<file path="config.mk">
export PLATFORM = sky130hd
export DESIGN_NAME = tmr3_block
export DESIGN_NICKNAME = d
export VERILOG_FILES = /design/src/rtl/tmr3_pkg.sv /design/src/rtl/tmr3_prescaler.sv /design/src/rtl/tmr3_edge_sync.sv /design/src/rtl/tmr3_channel.sv /design/src/rtl/tmr3_block.sv
export SDC_FILE = /design/constraint.sdc
export NUM_CORES = 1
export LEC_CHECK = 0
export BUFFER_PORTS_ARGS = -buffer_cell sky130_fd_sc_hd__buf_4
export CAP_MARGIN = 10
export CORE_AREA = 2 2 182 184
export CTS_CLUSTER_DIAMETER = 200
export DETAILED_ROUTE_END_ITERATION = 8
export DIE_AREA = 0 0 184 186
export MAX_ROUTING_LAYER = met4
export SETUP_SLACK_MARGIN = 0.1
export SLEW_MARGIN = 20
export SYNTH_ARGS = -nofsm -noshare
export SYNTH_HDL_FRONTEND = slang
export SYNTH_SLANG_ARGS = --single-unit
</file>
<file path="constraint.sdc">
create_clock -name clk_i -period 2.6 [get_ports clk_i]
set_clock_uncertainty 0.2 [all_clocks]
set_input_delay 0.39 -clock clk_i [delete_from_list [all_inputs] [get_ports clk_i]]
set_output_delay 0.39 -clock clk_i [all_outputs]
set_load 0.01 [all_outputs]
</file>
<file path="src/rtl/tmr3_pkg.sv">
package tmr3_pkg;
  localparam int NCH    = 3;
  localparam int NTAP   = 5;
  localparam int NXC    = 3;
  localparam int SEL_W  = 3;
  localparam int MODE_W = 6;
  localparam int AW     = 4;
  localparam int XS_W   = 2;

  localparam logic [AW-1:0] A_SYNC  = 4'h0;
  localparam logic [AW-1:0] A_BMODE = 4'h1;

  localparam logic [1:0] OFS_CTRL = 2'd0;
  localparam logic [1:0] OFS_MODE = 2'd1;
  localparam logic [1:0] OFS_RC   = 2'd2;
  localparam logic [1:0] OFS_STAT = 2'd3;

  localparam int C_START  = 0;
  localparam int C_STOP   = 1;
  localparam int M_CMP_EN = 3;
  localparam int M_CMP_IE = 4;
  localparam int M_OVF_IE = 5;
  localparam int S_CMP    = 0;
  localparam int S_OVF    = 1;

  typedef enum logic [XS_W-1:0] {
    XS_PIN    = 2'd0,
    XS_SIB_LO = 2'd1,
    XS_SIB_HI = 2'd2,
    XS_OFF    = 2'd3
  } xc_src_e;

  // divide ratios 2,8,32,128,1024 as shift amounts
  function automatic int tap_shift(int k);
    return (k < NTAP - 1) ? 2 * k + 1 : 10;
  endfunction

  function automatic int sib_lo(int j);
    return (j == 0) ? 1 : 0;
  endfunction

  function automatic int sib_hi(int j);
    return (j == NCH - 1) ? NCH - 2 : NCH - 1;
  endfunction
endpackage

</file>
<file path="src/rtl/tmr3_prescaler.sv">
module tmr3_prescaler
  import tmr3_pkg::*;
#(
  parameter int N_TAPS = NTAP
) (
  input  logic              clk_i,
  input  logic              rst_ni,
  output logic [N_TAPS-1:0] tap_o
);
  localparam int PRE_W = tap_shift(N_TAPS - 1);

  logic [PRE_W-1:0] pre_q;

  always_ff @(posedge clk_i or negedge rst_ni) begin
    if (!rst_ni) pre_q <= '0;
    else         pre_q <= pre_q + 1'b1;
  end

  for (genvar k = 0; k < N_TAPS; k++) begin : g_tap
    localparam int SH = tap_shift(k);
    assign tap_o[k] = &pre_q[SH-1:0];
  end
endmodule

</file>
<file path="src/rtl/tmr3_edge_sync.sv">
module tmr3_edge_sync #(
  parameter int STAGES = 3
) (
  input  logic clk_i,
  input  logic rst_ni,
  input  logic lvl_i,
  output logic rise_o
);
  logic [STAGES-1:0] sh_q;

  always_ff @(posedge clk_i or negedge rst_ni) begin
    if (!rst_ni) sh_q <= '0;
    else         sh_q <= {sh_q[STAGES-2:0], lvl_i};
  end

  assign rise_o = sh_q[STAGES-2] & ~sh_q[STAGES-1];
endmodule

</file>
<file path="src/rtl/tmr3_channel.sv">
module tmr3_channel
  import tmr3_pkg::*;
#(
  parameter int CNT_W = 16
) (
  input  logic              clk_i,
  input  logic              rst_ni,
  input  logic [NTAP-1:0]   tap_i,
  input  logic [NXC-1:0]    xc_i,
  input  logic              sync_i,
  input  logic              ctrl_we_i,
  input  logic              mode_we_i,
  input  logic              rc_we_i,
  input  logic [CNT_W-1:0]  wdata_i,
  input  logic              stat_rd_i,
  output logic [CNT_W-1:0]  cnt_o,
  output logic [MODE_W-1:0] mode_o,
  output logic [CNT_W-1:0]  rc_o,
  output logic [1:0]        stat_o,
  output logic              run_o,
  output logic              tick_o,
  output logic              tioa_o,
  output logic              tiob_o,
  output logic              irq_o
);
  logic [CNT_W-1:0]     cnt_q, rc_q;
  logic [MODE_W-1:0]    mode_q;
  logic [1:0]           stat_q;
  logic                 run_q, tioa_q, tiob_q;
  logic [NTAP+NXC-1:0]  src;
  logic                 start, ctl_hit, adv, hit_rc, hit_max;

  assign src     = {xc_i, tap_i};
  assign tick_o  = src[mode_q[SEL_W-1:0]];
  assign start   = sync_i | (ctrl_we_i & wdata_i[C_START]);
  assign ctl_hit = start | (ctrl_we_i & wdata_i[C_STOP]);
  assign adv     = run_q & tick_o & ~ctl_hit;
  assign hit_rc  = mode_q[M_CMP_EN] & (cnt_q == rc_q);
  assign hit_max = &cnt_q;

  always_ff @(posedge clk_i or negedge rst_ni) begin
    if (!rst_ni) begin
      run_q <= 1'b0;
      cnt_q <= '0;
    end else if (start) begin
      run_q <= 1'b1;
      cnt_q <= '0;
    end else if (ctrl_we_i && wdata_i[C_STOP]) begin
      run_q <= 1'b0;
    end else if (adv) begin
      cnt_q <= hit_rc ? '0 : cnt_q + 1'b1;
    end
  end

  always_ff @(posedge clk_i or negedge rst_ni) begin
    if (!rst_ni) begin
      tioa_q <= 1'b0;
      tiob_q <= 1'b0;
      stat_q <= '0;
      mode_q <= '0;
      rc_q   <= '1;
    end else begin
      if (adv && hit_rc)  tioa_q <= ~tioa_q;
      if (adv && hit_max) tiob_q <= ~tiob_q;
      // set beats clear
      stat_q <= (stat_rd_i ? 2'b00 : stat_q) | {adv & hit_max, adv & hit_rc};
      if (mode_we_i) mode_q <= wdata_i[MODE_W-1:0];
      if (rc_we_i)   rc_q   <= wdata_i;
    end
  end

  assign cnt_o  = cnt_q;
  assign mode_o = mode_q;
  assign rc_o   = rc_q;
  assign stat_o = stat_q;
  assign run_o  = run_q;
  assign tioa_o = tioa_q;
  assign tiob_o = tiob_q;
  assign irq_o  = (stat_q[S_CMP] & mode_q[M_CMP_IE]) | (stat_q[S_OVF] & mode_q[M_OVF_IE]);
endmodule

</file>
<file path="src/rtl/tmr3_block.sv">
module tmr3_block
  import tmr3_pkg::*;
#(
  parameter int CNT_W = 16
) (
  input  logic             clk_i,
  input  logic             rst_ni,
  input  logic             wr_en_i,
  input  logic [AW-1:0]    wr_addr_i,
  input  logic [CNT_W-1:0] wr_data_i,
  input  logic             rd_en_i,
  input  logic [AW-1:0]    rd_addr_i,
  output logic [CNT_W-1:0] rd_data_o,
  input  logic [NXC-1:0]   tclk_i,
  output logic [NCH-1:0]   tioa_o,
  output logic [NCH-1:0]   tiob_o,
  output logic [NCH-1:0]   irq_o
);
  localparam int BM_W = NXC * XS_W;

  logic [BM_W-1:0]                bmode_q;
  logic [NTAP-1:0]                tap_w;
  logic [NXC-1:0]                 xc_raw, xc_rise;
  logic [NCH-1:0]                 tioa_w, run_w, tick_w, cmp_en_w;
  logic [NCH-1:0][CNT_W-1:0]      cnt_w, rc_w;
  logic [NCH-1:0][MODE_W-1:0]     mode_w;
  logic [NCH-1:0][1:0]            stat_w;
  logic                           sync_w;

  assign sync_w = wr_en_i && (wr_addr_i == A_SYNC);

  always_ff @(posedge clk_i or negedge rst_ni) begin
    if (!rst_ni)                                  bmode_q <= '0;
    else if (wr_en_i && wr_addr_i == A_BMODE)     bmode_q <= wr_data_i[BM_W-1:0];
  end

  tmr3_prescaler #(.N_TAPS(NTAP)) u_pre (
    .clk_i  (clk_i),
    .rst_ni (rst_ni),
    .tap_o  (tap_w)
  );

  for (genvar j = 0; j < NXC; j++) begin : g_xc
    always_comb begin
      unique case (xc_src_e'(bmode_q[XS_W*j +: XS_W]))
        XS_PIN:    xc_raw[j] = tclk_i[j];
        XS_SIB_LO: xc_raw[j] = tioa_w[sib_lo(j)];
        XS_SIB_HI: xc_raw[j] = tioa_w[sib_hi(j)];
        default:   xc_raw[j] = 1'b0;
      endcase
    end

    tmr3_edge_sync #(.STAGES(3)) u_sync (
      .clk_i  (clk_i),
      .rst_ni (rst_ni),
      .lvl_i  (xc_raw[j]),
      .rise_o (xc_rise[j])
    );
  end

  for (genvar i = 0; i < NCH; i++) begin : g_ch
    logic ch_wr, ch_rd;
    assign ch_wr = wr_en_i && (wr_addr_i[AW-1:2] == 2'(i + 1));
    assign ch_rd = rd_en_i && (rd_addr_i == {2'(i + 1), OFS_STAT});

    tmr3_channel #(.CNT_W(CNT_W)) u_ch (
      .clk_i     (clk_i),
      .rst_ni    (rst_ni),
      .tap_i     (tap_w),
      .xc_i      (xc_rise),
      .sync_i    (sync_w),
      .ctrl_we_i (ch_wr && wr_addr_i[1:0] == OFS_CTRL),
      .mode_we_i (ch_wr && wr_addr_i[1:0] == OFS_MODE),
      .rc_we_i   (ch_wr && wr_addr_i[1:0] == OFS_RC),
      .wdata_i   (wr_data_i),
      .stat_rd_i (ch_rd),
      .cnt_o     (cnt_w[i]),
      .mode_o    (mode_w[i]),
      .rc_o      (rc_w[i]),
      .stat_o    (stat_w[i]),
      .run_o     (run_w[i]),
      .tick_o    (tick_w[i]),
      .tioa_o    (tioa_w[i]),
      .tiob_o    (tiob_o[i]),
      .irq_o     (irq_o[i])
    );
    assign cmp_en_w[i] = mode_w[i][M_CMP_EN];
  end

  assign tioa_o = tioa_w;

  always_comb begin
    rd_data_o = '0;
    if (rd_addr_i == A_BMODE) rd_data_o = CNT_W'(bmode_q);
    for (int i = 0; i < NCH; i++) begin
      if (rd_addr_i[AW-1:2] == 2'(i + 1)) begin
        unique case (rd_addr_i[1:0])
          OFS_CTRL: rd_data_o = cnt_w[i];
          OFS_MODE: rd_data_o = CNT_W'(mode_w[i]);
          OFS_RC:   rd_data_o = rc_w[i];
          default:  rd_data_o = CNT_W'(stat_w[i]);
        endcase
      end
    end
  end
endmodule

</file>
* Word level (Yosys, flattened, before mapping)
Index checks and enable logic that the tools add are counted.
** Storage, ports and cells
- Bits in registers :: 154
- Bits of input ports :: 31
- Output and inout port bits :: 25
- Word-level logic and storage cells :: 199
** Cells by class
- Add/sub/neg operators :: 4
- Magnitude comparators :: 3
- Equality and inequality tests :: 27
- Mux-type cells :: 37
- Bitwise logic cells :: 54
- Reduce and logical (&&, ||, !) cells :: 48
** Operators by type and width (number)
- $mux W16 :: 15
- $pmux W16 S3 :: 3
- $add A16 B1 Y16 const B :: 3
- $eq A16 B16 Y1 :: 3
- $reduce_and A16 Y1 :: 3
- $and A1 B1 Y1 :: 30
- $logic_and A1 B1 Y1 :: 26
- $eq A2 B2 Y1 const B :: 9
- $eq A2 B1 Y1 const B :: 7
- $lt A3 B4 Y1 const B :: 3
- $not A1 Y1 :: 12
- $reduce_bool A2 Y1 :: 6
- $add A10 B1 Y10 const B :: 1
- $logic_not A2 Y1 :: 5
- $reduce_and A10 Y1 :: 1
- $bmux W1 S3 :: 3
- $mux W1 :: 9
- $or A1 B1 Y1 :: 9
- $pmux W1 S3 :: 3
- $eq A4 B1 Y1 const B :: 2
- $eq A4 B4 Y1 const B :: 2
- $reduce_and A7 Y1 :: 1
- $mux W2 :: 3
- $mux W6 :: 1
- 7 further kinds :: 13

* Logic depth before layout (Yosys ltp)
- Depth after elaboration :: 11
- Mapped depth :: 12
- Gate-level depth less buffers :: 9

* Modules after synthesis
From an unflattened synthesis, not the netlist that was laid out.
** Unflattened totals
- Cell total of the unflattened synthesis :: 842
- Area, all modules :: 9127.5 um^2
** By module, submodules not included
- tmr3_channel at g_ch[1].u_ch ... :: times used 2, cells an instance 204, area each 2292.2 um^2, sequential area each 1096.1 um^2
- tmr3_channel at g_ch[0].u_ch :: times used 1, cells an instance 206, area each 2284.7 um^2, sequential area each 1096.1 um^2
- tmr3_block :: times used 1, cells an instance 180, area each 1550.2 um^2, sequential area each 150.1 um^2
- tmr3_prescaler :: times used 1, cells an instance 36, area each 441.7 um^2, sequential area each 250.2 um^2
- tmr3_edge_sync :: times used 3, cells an instance 4, area each 88.8 um^2, sequential area each 75.1 um^2

* Worst setup path before layout
Ideal clock, no wire load.
- Path kind :: reg2reg
- Start :: register u_pre.pre_q[0]
- End :: register g_ch[2].u_ch.cnt_q[9]
- Setup time :: 0.124 ns
- Arrival time :: 2.322 ns
- Data required time :: 2.276 ns
- Setup slack :: -0.046 ns
- Stages on the path, launching flop included :: 11
- Buffers on the path :: 2
- Period minus slack after synthesis :: 2.646 ns
- Cells stage by stage :: dfrtp_1 ha_1 and3_1 buf_6 ha_1 a2111oi_0 a31oi_1 nand4_1 clkbuf_1 nor4_1 a211o_1
** On the way
- Cells in the longest elaborated chain, start to end :: 7
- Elaborated cells between the ends (all ways) :: 10
- Those cells by class :: mux (2); bitwise (2); reduce/logical (6)
** Ends and longest elaborated chain
- start, declared :: line tmr3_prescaler.sv:12 : logic [PRE_W-1:0] pre_q;
- start signal, assigned :: line tmr3_prescaler.sv:16 : else pre_q <= pre_q + 1'b1;
- $reduce_and A10 Y1 (tied with other cells) :: line tmr3_prescaler.sv:21 : assign tap_o[k] = &pre_q[SH-1:0];
- $bmux W1 S3 (*) :: line tmr3_channel.sv:34 : assign tick_o = src[mode_q[SEL_W-1:0]];
- $mux W1 (implied by the code) (*) :: line tmr3_channel.sv:34
- $and A1 B1 Y1 (*) (2 in a row) :: line tmr3_channel.sv:37 : assign adv = run_q & tick_o & ~ctl_hit;
- $reduce_bool A2 Y1 (no source line) (*)
- $reduce_and A2 Y1 (no source line) (*)
- end signal, assigned :: line tmr3_channel.sv:51 : cnt_q <= hit_rc ? '0 : cnt_q + 1'b1;
- end, declared :: line tmr3_channel.sv:26 : logic [CNT_W-1:0] cnt_q, rc_q;
Every way passes the cells marked *; elsewhere a longest branch is shown, timed or not. The select of a mux whose other input is x is not followed.
A chain may end at the register's enable or synchronous reset.

* Worst setup path after layout
- Start :: register u_pre.pre_q[0]
- End :: register g_ch[0].u_ch.cnt_q[14]
** On the way
- Cells in the longest elaborated chain, start to end :: 7
- Elaborated cells between the ends (all ways) :: 10
- Those cells by class :: mux (2); bitwise (2); reduce/logical (6)
** Ends and longest elaborated chain (line)
- $reduce_and A10 Y1 (tied with other cells) :: tmr3_prescaler.sv:21
- $bmux W1 S3 (*) :: tmr3_channel.sv:34
- $mux W1 (implied by the code) (*) :: tmr3_channel.sv:34
- $and A1 B1 Y1 (*) (2 in a row) :: tmr3_channel.sv:37
- $reduce_bool A2 Y1 (no source line) (*)
- $reduce_and A2 Y1 (no source line) (*)
- end signal, assigned :: tmr3_channel.sv:51
- end, declared :: tmr3_channel.sv:26
Marked as above.

==> results by group <==
Outcome
  • Status: complete, but fails checks
  • Failing checks: setup timing

Layout
  • Commonest non-fill, non-tap cell in the layout: buf_4
  • Post-layout util: 35.4%
  • # diodes: 0
  • Share of cells above drive strength 1: between 30% and 40%
  • Area Overhead vs Synth: 27.9%
  • Final nets: approximately 1000
  • Non-Filler Instances: between 1000 and 1500
  • Commonest non-fill, non-tap cells in the layout: buf_4 (131), dfrtp_1 (101), nand2_1 (80), mux2_2 (71), dfstp_2 (48)

STA
  • Fmax: around 380 MHz
  • Setup ws final: -0.0366 ns
  • Slew Limit Headroom: roughly three fifths
  • Final Critical Period: 2.64 ns
  • RSZ-0062 raised after global routing: true
  • Hold Fails Final Rpt: 0
  • Worst slew pin tran: 0.593 ns
  • Period utilisation layout: 101%
  • Fin. max-slew vios: 0
  • Final setup viols: 8

CTS
  • CTS H-Tree Depth: 4
  • Latest clock arrival within the worst-skew pair: 0.44 ns
  • Longest Clk Path Bufs: 2
  • Clk sinks: 154
  • Total CTS buffers: 17
  • Root Buffer Master: clkbuf_16
  • CTS tree: done
  • Reg clk slew, reported paths: approximately 0.07 ns

Floorplan
  • I/O pins: 56
  • Die Footprint: 34200 um2
  • Die H: 186 um
  • Width of the chip: 184 um
  • Core region area: between 30000 and 40000 um2
  • Initial Util: between 20 and 30%
  • Placement Rows: 66

Detailed routing
  • Initial DRC Count: 657
  • Vias: 7520
  • Antenna violation net count after detailed routing: 0
  • Drt wl/cell: 20.1 um
  • Vias per cell: 5.32
  • Drt total wl: 28.4 mm
  • Drt drc: 0
  • 1st-pass router iterations: 5

Worst setup path
  • Setup crit start kind: flip-flop
  • CP Data Required Time: approximately 2.7 ns
  • Crit path from: u_pre.pre_q[0]$_DFF_PN0_
  • Critical path's slowest cell: or4_4
  • Kind of critical path: reg2reg
  • Critical path data arrival time: 2.74 ns
  • CP max FO: 8
  • Critical R2R Capture: g_ch[0].u_ch.cnt_o[14]$_DFFE_PN0P_
  • R2r worst-path depth: 10
  • Crit end category: flip-flop
  • FF-to-FF Start: u_pre.pre_q[0]$_DFF_PN0_
  • R2r setup slk: -0.04 ns
  • Crit-path cells: ha_2, and3_4, ha_4, mux2i_1, a32o_2, or4_4, buf_12, buf_6, o21ai_2, a21oi_1
  • Slowest Stage Delay on Critical Path: roughly 0.54 ns

Power
  • Peak supply drop: 0.450 mV
  • Internal power: approximately 5.7 mW
  • Clock share of power: between 30% and 40%
  • Final total power: 8.44 mW
  • Sw Ratio: 32.5%
  • Leakage: 4.80 nW
  • Switching pwr: ~2.7 mW
  • Flop pwr share: 41.2%
  • Power per cell area: 741 nW/um2
  • Combinational Power Share: around 28%

Synth
  • Top_reg_cell synth: dfrtp_1
  • Post-Syn Instances: ~870
  • EDFF count, synth: 0
  • Ys async rst share: 100%
  • Ranking of synthesized cells by area: dfrtp_1 (30%), dfstp_2 (14%), mux2_2 (9.0%)
  • Synth unique cells: 69
  • Yosys top cell by area: dfrtp_1
  • Register area share after synthesis: 44.0%
  • Mapped Area: just under 9000 um2
  • Synthesized area per cell: a little over 10 um2
  • Ys Warns: 0
  • Register bit total from synthesis: 154
  • Post-synth top area share: 29.8%
  • Syn nets: about 910

Global routing
  • First-pass GRT wire length: between 40 and 50 mm
  • Pin count of the biggest net entering global routing: 60
  • Initial antenna violation count: 0
  • Vias in the first global route: 7090
  • GRT Residual Overflow: 0
  • Tot GR Track Use: roughly 17%

Worst hold path
  • Worst Hold Path Cells: 2
  • Worst Hold Class: in2reg
  • Hold path endpoint: g_ch[0].u_ch.rc_o[8]$_DFFE_PN1P_
  • Worst Hold Launch: wr_data_i[8]

Placement
  • Placed Cells: 1350
  • IO Port Bufs: 55
  • Final HPWL DP: ~21 mm
  • Routability cong.: 0.912

Job
  • Maxcap violations: 0
-- cells by family after synthesis --
kind of cell	count (synthesis)	share of synthesized area (%)
AND/OR/NAND/NOR	300	17.9
multiplexers	111	14.3
adder cells (fa/ha/maj)	6	0.843
AO/OA/AOI/OAI	166	13.2
flip-flops	154	44.0
buffers and inverters	73	3.79
XOR/XNOR	61	6.00
-- cell usage after synthesis, types with 11 or more instances --
cell / instances
a221o_1: 12
inv_1: 15
nand3_1: 34
mux2_2: 71
dfrtp_1: 106
o21ai_0: 32
dfstp_2: 48
and3_1: 11
nor3_1: 24
nor4_1: 18
a21oi_1: 28
nand2_1: 80
nand4_1: 18
clkbuf_1: 31
mux2i_1: 34
xor2_1: 22
nor2_1: 38
nand2b_1: 13
xnor2_1: 39
-- flip-flops by register name, summed over array words and instances (netlist names) --
register,count
g_ch.u_ch.rc_o,48
g_ch.u_ch.mode_o,18
u_pre.pre_q,10
g_ch.u_ch.run_o,3
g_ch.u_ch.tioa_o,3
g_ch.u_ch.stat_o,6
g_xc.u_sync.sh_q,9
g_ch.u_ch.tiob_o,3
g_ch.u_ch.cnt_o,48
bmode_q,6
-- through the flow --
stage          TNS [ns]  worst slack [ns]  hold WS, ns  instance area, um2
6_report         -0.118           -0.0366      0.00727               11400
5_1_grt           -1.50            -0.109      0.00212               11400
4_1_cts               0           0.00474      0.00132               11000
3_5_place_dp      -1.20            -0.106        0.145               10200
3_3_place_gp     -0.140           -0.0284        0.135               10200
2_1_floorplan   -0.0297          -0.00743       -0.106                8940
-- critical path, delay by kind of cell, from the launching register on --
kind / cells / cell delay (ns)
muxes: 1 / 0.07
and+or+nand+nor: 2 / 0.78
buffers and inverters: 2 / 0.30
DFF: 1 / 0.36
adders and majority gates: 2 / 0.33
AOI/OAI and AO/OA: 3 / 0.45
-- how the worst max path moves through the flow --
stage                                              end  slack (ns)
floorplan            g_ch[0].u_ch.cnt_o[8]$_DFFE_PN0P_      -0.007
global placement     g_ch[1].u_ch.cnt_o[0]$_DFFE_PN0P_       -0.03
detailed placement   g_ch[1].u_ch.cnt_o[9]$_DFFE_PN0P_       -0.11
CTS                 g_ch[1].u_ch.cnt_o[12]$_DFFE_PN0P_       0.005
global route           g_ch[0].u_ch.tiob_o$_DFFE_PN0P_       -0.11
finish              g_ch[0].u_ch.cnt_o[14]$_DFFE_PN0P_       -0.04
-- repair_timing --
item,4_1_cts,5_1_grt
resized for setup,34,52
hold buffers,3,0
setup endpoints to repair,54,71
gates cloned,0,3
pin swaps,7,23
setup buffers,11,15
hold endpoints to repair,40,0
-- power groups by stage --
stage / Clock, mW / Sequential (mW) / Combinational, mW
4_1_cts: 2.66 / 3.47 / 2.05
5_1_grt: 2.77 / 3.53 / 2.52
2_1_floorplan: 0 / 3.27 / 1.34
3_3_place_gp: 0 / 3.50 / 1.88
3_5_place_dp: 0 / 3.50 / 1.91
6_report: 2.62 / 3.47 / 2.35
-- routing by layer --
layer / global-route usage, % / part of all wire (%) / routed length, um / vias up
li1: - / - / - / 3452
met2: 26.1 / 47 / 13200 / 255
met4: 4.99 / 2.0 / 569 / 0
met5: - / 0 / 0 / -
met3: 3.76 / 5.9 / 1690 / 34
met1: 22.5 / 45 / 12900 / 3779
-- layout make-up --
class                      instances  area [um2]
timing repair buffer             159        1380
clock inverter                    11         143
fill                            3196       20800
multi-input combinational        645        4920
inverter                          15        56.3
sequential                       154        3920
tap                              408         510
clock buffer                      21         460
(Power assumes the default switching activity.)
